File: src/rtl/usb_evt_pkg.sv
package usb_evt_pkg;
   localparam int REG_AW = 3;
   localparam int BYTE_W = 8;
   localparam int NIB_W  = 4;

   localparam logic [REG_AW-1:0] A_RX_EV  = 3'd0;
   localparam logic [REG_AW-1:0] A_RX_MSK = 3'd1;
   localparam logic [REG_AW-1:0] A_NK_EV  = 3'd2;
   localparam logic [REG_AW-1:0] A_NK_MSK = 3'd3;
   localparam logic [REG_AW-1:0] A_FW_EV  = 3'd4;
   localparam logic [REG_AW-1:0] A_FW_MSK = 3'd5;
endpackage

File: src/rtl/evt_latch.sv
module evt_latch #(
   parameter int W = 4
) (
   input  logic         clk,
   input  logic         rst_n,
   input  logic [W-1:0] set_i,
   input  logic [W-1:0] clr_i,
   output logic [W-1:0] q_o
);
   if (W < 1) begin : g_bad_w
      $error("evt_latch: W must be at least 1");
   end

   always_ff @(posedge clk) begin
      if (!rst_n) q_o <= '0;
      else        q_o <= (q_o & ~clr_i) | set_i;
   end


   set_sticks_chk: assert property (@(posedge clk) disable iff (!rst_n)
      (set_i != '0) |=> ((q_o & $past(set_i)) == $past(set_i)));


   hold_chk: assert property (@(posedge clk) disable iff (!rst_n)
      (clr_i == '0) |=> ((q_o & $past(q_o)) == $past(q_o)));
endmodule

File: src/rtl/fifo_warn.sv
module fifo_warn #(
   parameter int N = 3
) (
   input  logic         clk,
   input  logic         rst_n,
   input  logic [N-1:0] hit_i,
   input  logic [N-1:0] en_i,
   input  logic [N-1:0] clr_i,
   output logic [N-1:0] q_o
);
   logic [N-1:0] qual_set;

   assign qual_set = hit_i & en_i;

   evt_latch #(.W(N)) u_lat (
      .clk   (clk),
      .rst_n (rst_n),
      .set_i (qual_set),
      .clr_i (clr_i),
      .q_o   (q_o)
   );

   // a limit hit on a disabled FIFO never raises its bit
   no_unqual_set_chk: assert property (@(posedge clk) disable iff (!rst_n)
      1'b1 |=> ((q_o & $past(~q_o & ~(hit_i & en_i))) == '0));
endmodule

File: src/rtl/usb_evt_regs.sv
module usb_evt_regs
   import usb_evt_pkg::*;
#(
   parameter int N_RX   = 4,
   parameter int N_NAK  = 4,
   parameter int N_WARN = 3
) (
   input  logic                clk,
   input  logic                rst_n,
   input  logic [REG_AW-1:0]   reg_addr,
   input  logic                reg_rd,
   input  logic                reg_wr,
   input  logic [BYTE_W-1:0]   reg_wdata,
   output logic [BYTE_W-1:0]   reg_rdata,
   input  logic [N_RX-1:0]     rx_last,
   input  logic [N_RX-1:0]     rx_err,
   input  logic [N_RX-1:0]     rx_ov,
   input  logic [N_RX-1:0]     rx_stat_rd,
   input  logic [N_NAK-1:0]    nak_in,
   input  logic [N_NAK-1:0]    nak_out,
   input  logic [N_NAK-1:0]    nak_ov,
   input  logic                dev_addr_en,
   input  logic [N_NAK-1:0]    ep_en,
   input  logic [N_WARN-1:0]   tx_wrn_hit,
   input  logic [N_WARN-1:0]   tx_en,
   input  logic [N_WARN-1:0]   tx_push,
   input  logic [N_WARN-1:0]   tx_flush,
   input  logic [N_WARN-1:0]   tx_done,
   input  logic [N_WARN-1:0]   rx_wrn_hit,
   input  logic [N_WARN-1:0]   rx_en,
   input  logic [N_WARN-1:0]   rx_pop,
   input  logic [N_WARN-1:0]   rx_flush,
   output logic                rx_ev_sum,
   output logic                nak_sum,
   output logic                fw_sum
);
   localparam int HI_LANE = NIB_W;
   localparam int TXW_LO  = 1;
   localparam int RXW_LO  = NIB_W + 1;

   if (N_RX < 1 || N_RX > NIB_W) begin : g_bad_rx
      $error("usb_evt_regs: N_RX must be 1..4");
   end
   if (N_NAK < 1 || N_NAK > NIB_W) begin : g_bad_nak
      $error("usb_evt_regs: N_NAK must be 1..4");
   end
   if (N_WARN < 1 || N_WARN > NIB_W - 1) begin : g_bad_warn
      $error("usb_evt_regs: N_WARN must be 1..3");
   end

   // read strobes with side effects
   logic rd_rx_ev, rd_nk_ev;
   assign rd_rx_ev = reg_rd && (reg_addr == A_RX_EV);
   assign rd_nk_ev = reg_rd && (reg_addr == A_NK_EV);

   // receive completion: FIFO 0 ignores error-only completions
   logic [N_RX-1:0] rxf_set, rxf_q, rxo_q;
   for (genvar i = 0; i < N_RX; i++) begin : g_rxf
      if (i == 0) begin : g_ep0
         assign rxf_set[i] = rx_last[i];
      end else begin : g_epn
         assign rxf_set[i] = rx_last[i] | rx_err[i];
      end
   end

   evt_latch #(.W(N_RX)) u_rxf (
      .clk(clk), .rst_n(rst_n), .set_i(rxf_set), .clr_i(rx_stat_rd), .q_o(rxf_q));

   evt_latch #(.W(N_RX)) u_rxo (
      .clk(clk), .rst_n(rst_n), .set_i(rx_ov), .clr_i({N_RX{rd_rx_ev}}), .q_o(rxo_q));

   // NAK capture, gated by address and endpoint enables
   logic [N_NAK-1:0] nk_gate, nki_set, nko_set, nki_q, nko_q;
   assign nk_gate = ep_en & {N_NAK{dev_addr_en}};
   assign nki_set = nak_in & nk_gate;
   assign nko_set = nak_out & nk_gate & ~nak_ov;

   evt_latch #(.W(N_NAK)) u_nki (
      .clk(clk), .rst_n(rst_n), .set_i(nki_set), .clr_i({N_NAK{rd_nk_ev}}), .q_o(nki_q));

   evt_latch #(.W(N_NAK)) u_nko (
      .clk(clk), .rst_n(rst_n), .set_i(nko_set), .clr_i({N_NAK{rd_nk_ev}}), .q_o(nko_q));

   // FIFO warnings clear on FIFO activity only
   logic [N_WARN-1:0] txw_q, rxw_q;

   fifo_warn #(.N(N_WARN)) u_txw (
      .clk(clk), .rst_n(rst_n), .hit_i(tx_wrn_hit), .en_i(tx_en),
      .clr_i(tx_push | tx_flush | tx_done), .q_o(txw_q));

   fifo_warn #(.N(N_WARN)) u_rxw (
      .clk(clk), .rst_n(rst_n), .hit_i(rx_wrn_hit), .en_i(rx_en),
      .clr_i(rx_pop | rx_flush), .q_o(rxw_q));

   // byte images and implemented-bit masks
   logic [BYTE_W-1:0] rx_img, nk_img, fw_img;
   logic [BYTE_W-1:0] rx_ok, nk_ok, fw_ok;

   always_comb begin
      rx_img = '0; nk_img = '0; fw_img = '0;
      rx_ok  = '0; nk_ok  = '0; fw_ok  = '0;
      rx_img[N_RX-1:0]          = rxf_q;
      rx_img[HI_LANE +: N_RX]   = rxo_q;
      rx_ok[N_RX-1:0]           = '1;
      rx_ok[HI_LANE +: N_RX]    = '1;
      nk_img[N_NAK-1:0]         = nki_q;
      nk_img[HI_LANE +: N_NAK]  = nko_q;
      nk_ok[N_NAK-1:0]          = '1;
      nk_ok[HI_LANE +: N_NAK]   = '1;
      fw_img[TXW_LO +: N_WARN]  = txw_q;
      fw_img[RXW_LO +: N_WARN]  = rxw_q;
      fw_ok[TXW_LO +: N_WARN]   = '1;
      fw_ok[RXW_LO +: N_WARN]   = '1;
   end

   // mask registers
   logic [BYTE_W-1:0] rx_msk, nk_msk, fw_msk;

   always_ff @(posedge clk) begin
      if (!rst_n) begin
         rx_msk <= '0;
         nk_msk <= '0;
         fw_msk <= '0;
      end else if (reg_wr) begin
         if (reg_addr == A_RX_MSK) rx_msk <= reg_wdata & rx_ok;
         if (reg_addr == A_NK_MSK) nk_msk <= reg_wdata & nk_ok;
         if (reg_addr == A_FW_MSK) fw_msk <= reg_wdata & fw_ok;
      end
   end

   // read mux
   always_comb begin
      case (reg_addr)
         A_RX_EV:  reg_rdata = rx_img;
         A_RX_MSK: reg_rdata = rx_msk;
         A_NK_EV:  reg_rdata = nk_img;
         A_NK_MSK: reg_rdata = nk_msk;
         A_FW_EV:  reg_rdata = fw_img;
         A_FW_MSK: reg_rdata = fw_msk;
         default:  reg_rdata = '0;
      endcase
   end

   // summary levels
   assign rx_ev_sum = |(rx_img & rx_msk);
   assign nak_sum   = |(nk_img & nk_msk);
   assign fw_sum    = |(fw_img & fw_msk);


   ep0_err_ignored_chk: assert property (@(posedge clk) disable iff (!rst_n)
      (!rxf_q[0] && !rx_last[0]) |=> !rxf_q[0]);


   ovr_rdclr_chk: assert property (@(posedge clk) disable iff (!rst_n)
      (rd_rx_ev && (rx_ov == '0)) |=> (rxo_q == '0));


   nak_rdclr_chk: assert property (@(posedge clk) disable iff (!rst_n)
      (rd_nk_ev && (nak_in == '0) && (nak_out == '0)) |=> ((nki_q == '0) && (nko_q == '0)));


   for (genvar k = 0; k < N_NAK; k++) begin : g_nko_chk
      out_ovr_chk: assert property (@(posedge clk) disable iff (!rst_n)
         (!nko_q[k] && nak_ov[k]) |=> !nko_q[k]);
   end
endmodule

File: config.mk
export PLATFORM = sky130hd
export DESIGN_NAME = usb_evt_regs
export DESIGN_NICKNAME = d
export VERILOG_FILES = /design/src/rtl/usb_evt_pkg.sv /design/src/rtl/evt_latch.sv /design/src/rtl/fifo_warn.sv /design/src/rtl/usb_evt_regs.sv
export SDC_FILE = /design/constraint.sdc
export NUM_CORES = 1
export LEC_CHECK = 0
export ABC_AREA = 1
export BUFFER_PORTS_ARGS = -buffer_cell sky130_fd_sc_hd__buf_2
export CAP_MARGIN = 20
export CORE_MARGIN = 3
export CORE_UTILIZATION = 30
export DETAILED_ROUTE_END_ITERATION = 8
export SETUP_SLACK_MARGIN = 0.4
export SLEW_MARGIN = 20
export SYNTH_ARGS = -nofsm -noshare
export SYNTH_HDL_FRONTEND = slang
export SYNTH_HIERARCHICAL = 1
export SYNTH_SLANG_ARGS = --single-unit
File: constraint.sdc
create_clock -name clk -period 2.19 [get_ports clk]
set_clock_uncertainty 0.15 [all_clocks]
set_input_delay 0.219 -clock clk [delete_from_list [all_inputs] [get_ports clk]]
set_output_delay 0.219 -clock clk [all_outputs]
set_load 0.02 [all_outputs]
==> results by group <==
Outcome
  – Status: completed

Place
  – Global placement routability congestion: 0.8420
  – DPL Wire Length: 5410 um
  – Setup WS pre-CTS: 328.8 ps
  – IO buf count: between 80 and 90

Flow run
  – Max_cap viols: 0

Detailed routing
  – Total wire length after detailed routing: roughly 7100 um
  – DRC Markers: 0
  – Drt first-iter violations: 132
  – Drt via density: roughly 4.5
  – Via total after detailed routing: roughly 2800
  – Iteration count of the initial detailed-routing pass: 4
  – Average detailed-routed wire length per instance: 11.56 um
  – Antenna Nets Post-Route: 0

Timing
  – Post-Route Setup TNS: 0 ps
  – Number of failing setup endpoints in the final timing report: 0
  – Slew @ Worst Pin: 640.4 ps
  – Period utilisation layout: 75.93%
  – Max transition margin: 56.91%
  – Fmax achieved: 0.6014 GHz
  – Hold slack final: 15.16 ps
  – Number of slew-limit violations in the final report: 0
  – Unrepaired setup endpoints after global routing: false
  – Final hold violation count: 0
  – Clock period minus final worst setup slack: 1663 ps
  – Worst Slack Setup Final: about 530 ps

Synth
  – Proportion of netlist area held by the largest area contributor: 34.90%
  – Cell type contributing the most total cell area after synthesis: dfxtp_1
  – Number of synthesized flops with an enable pin: 0
  – Most used standard cells in the synthesized netlist: 115 x nand2_1, 87 x inv_1, 61 x nor2_1, 44 x dfxtp_1
  – Top area cells in the synthesized netlist: dfxtp_1 35%, nand2_1 17%, inv_1 13%, nor2_1 9.1%, nand4_1 6.9%
  – Mean post-synth cell area: approximately 6.0 sq um
  – Number of unique standard cell types used by synthesis: 20
  – Mapped Area: 0.002524 sq mm
  – Asr flop ratio synth: 0%
  – Most used standard cell by instance count after synthesis: nand2_1
  – Number of instances in the synthesized netlist: 418
  – Total of flip-flops plus latches after synthesis: 44
  – Number of nets produced by synthesis: 493
  – Portion of the post-synthesis area used by sequential elements: a little over a third
  – Number of synthesis warnings: 6
  – Flip-flop cell with the highest count after synthesis: dfxtp_1

Power and ir drop
  – Total leakage power: 1.779 nW
  – Share of total power in the clock network: about a third
  – Total net switching power: roughly 0.48 mW
  – Part of the power in registers: 48.5%
  – Power density relative to cell area: approximately 550 mW/mm^2
  – Maximum ir drop on the vdd rail: 0.2535 mV
  – Cell internal pwr: 1.300 mW
  – Combinational fraction of design power: ~16%
  – Sw Ratio: 27.10%

Die
  – Die ar.: 0.009549 sq mm
  – Total number of placement rows: 32
  – Area of the core: 0.007928 sq mm
  – Initial Util: between 30% and 40%
  – Vertical die dimension: 97.72 um
  – Horiz. Die Dim: 97.72 um
  – Number of top-level design ports: 86

Cells and area
  – P&R area growth vs syn: 28.95%
  – Multi-input logic area: 0.001231 sq mm
  – Layout cell share with drive strength beyond 1: a little under a quarter
  – Number of antenna repair diodes: 0
  – FF/Latch Area: slightly below 900 sq um
  – Post-layout nets: 586
  – # fillers: 884

Clocking
  – Clock tree from TritonCTS: done
  – TritonCTS buffer count: 5
  – Clock Root Buffer: clkbuf_8
  – CTS max path bufs: 2
  – Clock-pin slew on the worst setup and hold paths: 90 ps
  – Clock sink total: 44
  – Clk_lat worst skew: 300 ps
  – # Post-CTS Setup Buffers: 0
  – CTS H-tree lvls: 2

Worst setup path
  – Reg2Reg Setup Slack: slightly below 900 ps
  – Cell with the largest stage delay on the worst path: clkinvlp_4
  – Worst setup path class: primary input to primary output
  – Reg-to-Reg Start: u_rxf/q_o[0]$_SDFF_PN0_
  – Endpoint of the lowest-slack register-to-register path: u_rxf/q_o[0]$_SDFF_PN0_
  – CP Capture Type: primary output
  – Crit-path cells: clkbuf_4 > clkinvlp_4 > nor3_2 > buf_4 > nand2_1 > nand4_1 > buf_2
  – Critical Path RT: 1820 ps
  – Largest driver fanout on the critical path: 8
  – Critical path origin: reg_addr[1]
  – CP arrival: 1290 ps
  – Crit path launch type: primary input
  – Slowest cell delay on critical path: 220 ps
  – Depth of the worst register-to-register path: 3

Min path
  – Hold-critical path depth: 4
  – Critical hold path startpoint: nak_ov[1]
  – Hold Path Sink: u_nko/q_o[1]$_SDFF_PN0_
  – Path type of the worst min-delay path: primary input to register

Global route
  – Largest net degree at the start of global routing: 29
  – Via count of the first global-routing pass: 2544
  – GR Overflow Total: 0
  – First-pass GRT wire length: 11590 um
  – Antenna violations before repair: 0
  – Total Routing Usage GR: 14.67%
-- per-layer routing --
layer | routed length, um | share of wire (%) | GRT usage, %
met3 | 431 | 6.1 | 3.661
met4 | 87 | 1.2 | 4.899
met2 | 3371 | 48 | 24.30
met5 | 0 | 0 | 0
met1 | 3205 | 45 | 18.65
-- sequential cells by signal, indices dropped and copies added, names as in the netlist --
| signal | flops |
|---|---|
| u_nki/q_o | 4 |
| rx_msk | 8 |
| fw_msk | 6 |
| u_nko/q_o | 4 |
| u_rxw/u_lat/q_o | 3 |
| u_rxo/q_o | 4 |
| u_rxf/q_o | 4 |
| nk_msk | 8 |
| u_txw/u_lat/q_o | 3 |
-- final cells by class --
class	count	share of cell area, %
clock buffers	5	2.115
clock inverters	3	1.307
inverters	88	10.30
multi-input cells	272	37.83
flip-flops and latches	44	27.07
well taps	102	3.922
repair buffers	99	17.22
repair inverters	1	0.2307
-- power by group through the flow --
| stage | Sequential (mW) | Combinational, mW | Clock (mW) |
|---|---|---|---|
| floorplan | 0.874 | 0.162 | 0 |
| global placement | 0.883 | 0.268 | 0 |
| detailed placement | 0.884 | 0.274 | 0 |
| CTS | 0.865 | 0.289 | 0.641 |
| global route | 0.871 | 0.330 | 0.667 |
| finish | 0.865 | 0.291 | 0.626 |
-- per-stage QoR --
stage / std cells / utilization (%) / power [mW] / area (sq um)
floorplan: 418 / - / 1.036 / 2524
global placement: 596 / 38.16 / 1.152 / 3025
detailed placement: 596 / 38.16 / 1.158 / 3025
CTS: 613 / 40.77 / 1.795 / 3232
global route: 614 / 41.05 / 1.868 / 3254
finish: 614 / 41.05 / 1.783 / 3254
-- worst max path at each step --
stage | cells after the start | slack (ps) | end
floorplan | 6 | 450 | u_nki/q_o[0]$_SDFF_PN0_
detailed placement | 8 | 330 | reg_rdata[2]
global placement | 8 | 350 | reg_rdata[2]
global route | 7 | 440 | reg_rdata[6]
CTS | 7 | 440 | reg_rdata[7]
finish | 7 | 530 | reg_rdata[0]
-- logic make-up after synthesis --
group	share of synthesized area, %
flip-flops	34.90
AND/OR/NAND/NOR	42.84
buffers and inverters	16.71
AO/OA/AOI/OAI	5.553
-- worst max-delay path: cells and delay by family --
kind                   cells  cell delay [ps]
buffers and inverters      4              780
and+or+nand+nor            3              290
-- placed cells by master (no fill, tap or decap), types with 4 or more instances in the layout --
cell type,Yosys,layout
or2_2,8,8
nor3b_1,4,4
buf_2,9,82
clkbuf_8,2,5
inv_1,87,86
a21oi_1,28,28
nand4_1,28,28
nand2_1,115,115
buf_4,2,7
dlygate4sd3_1,0,9
nand3_1,19,18
dfxtp_1,44,44
nor2_1,61,59
-- what timing repair did --
action | in CTS | in global routing
gates cloned | 0 | 1
endpoints found under the setup margin | 5 | 7
hold buffers | 9 | 0
hold endpoints to repair | 8 | 0
gates resized for setup | 2 | 6
Power figures use the tool's default switching activity.
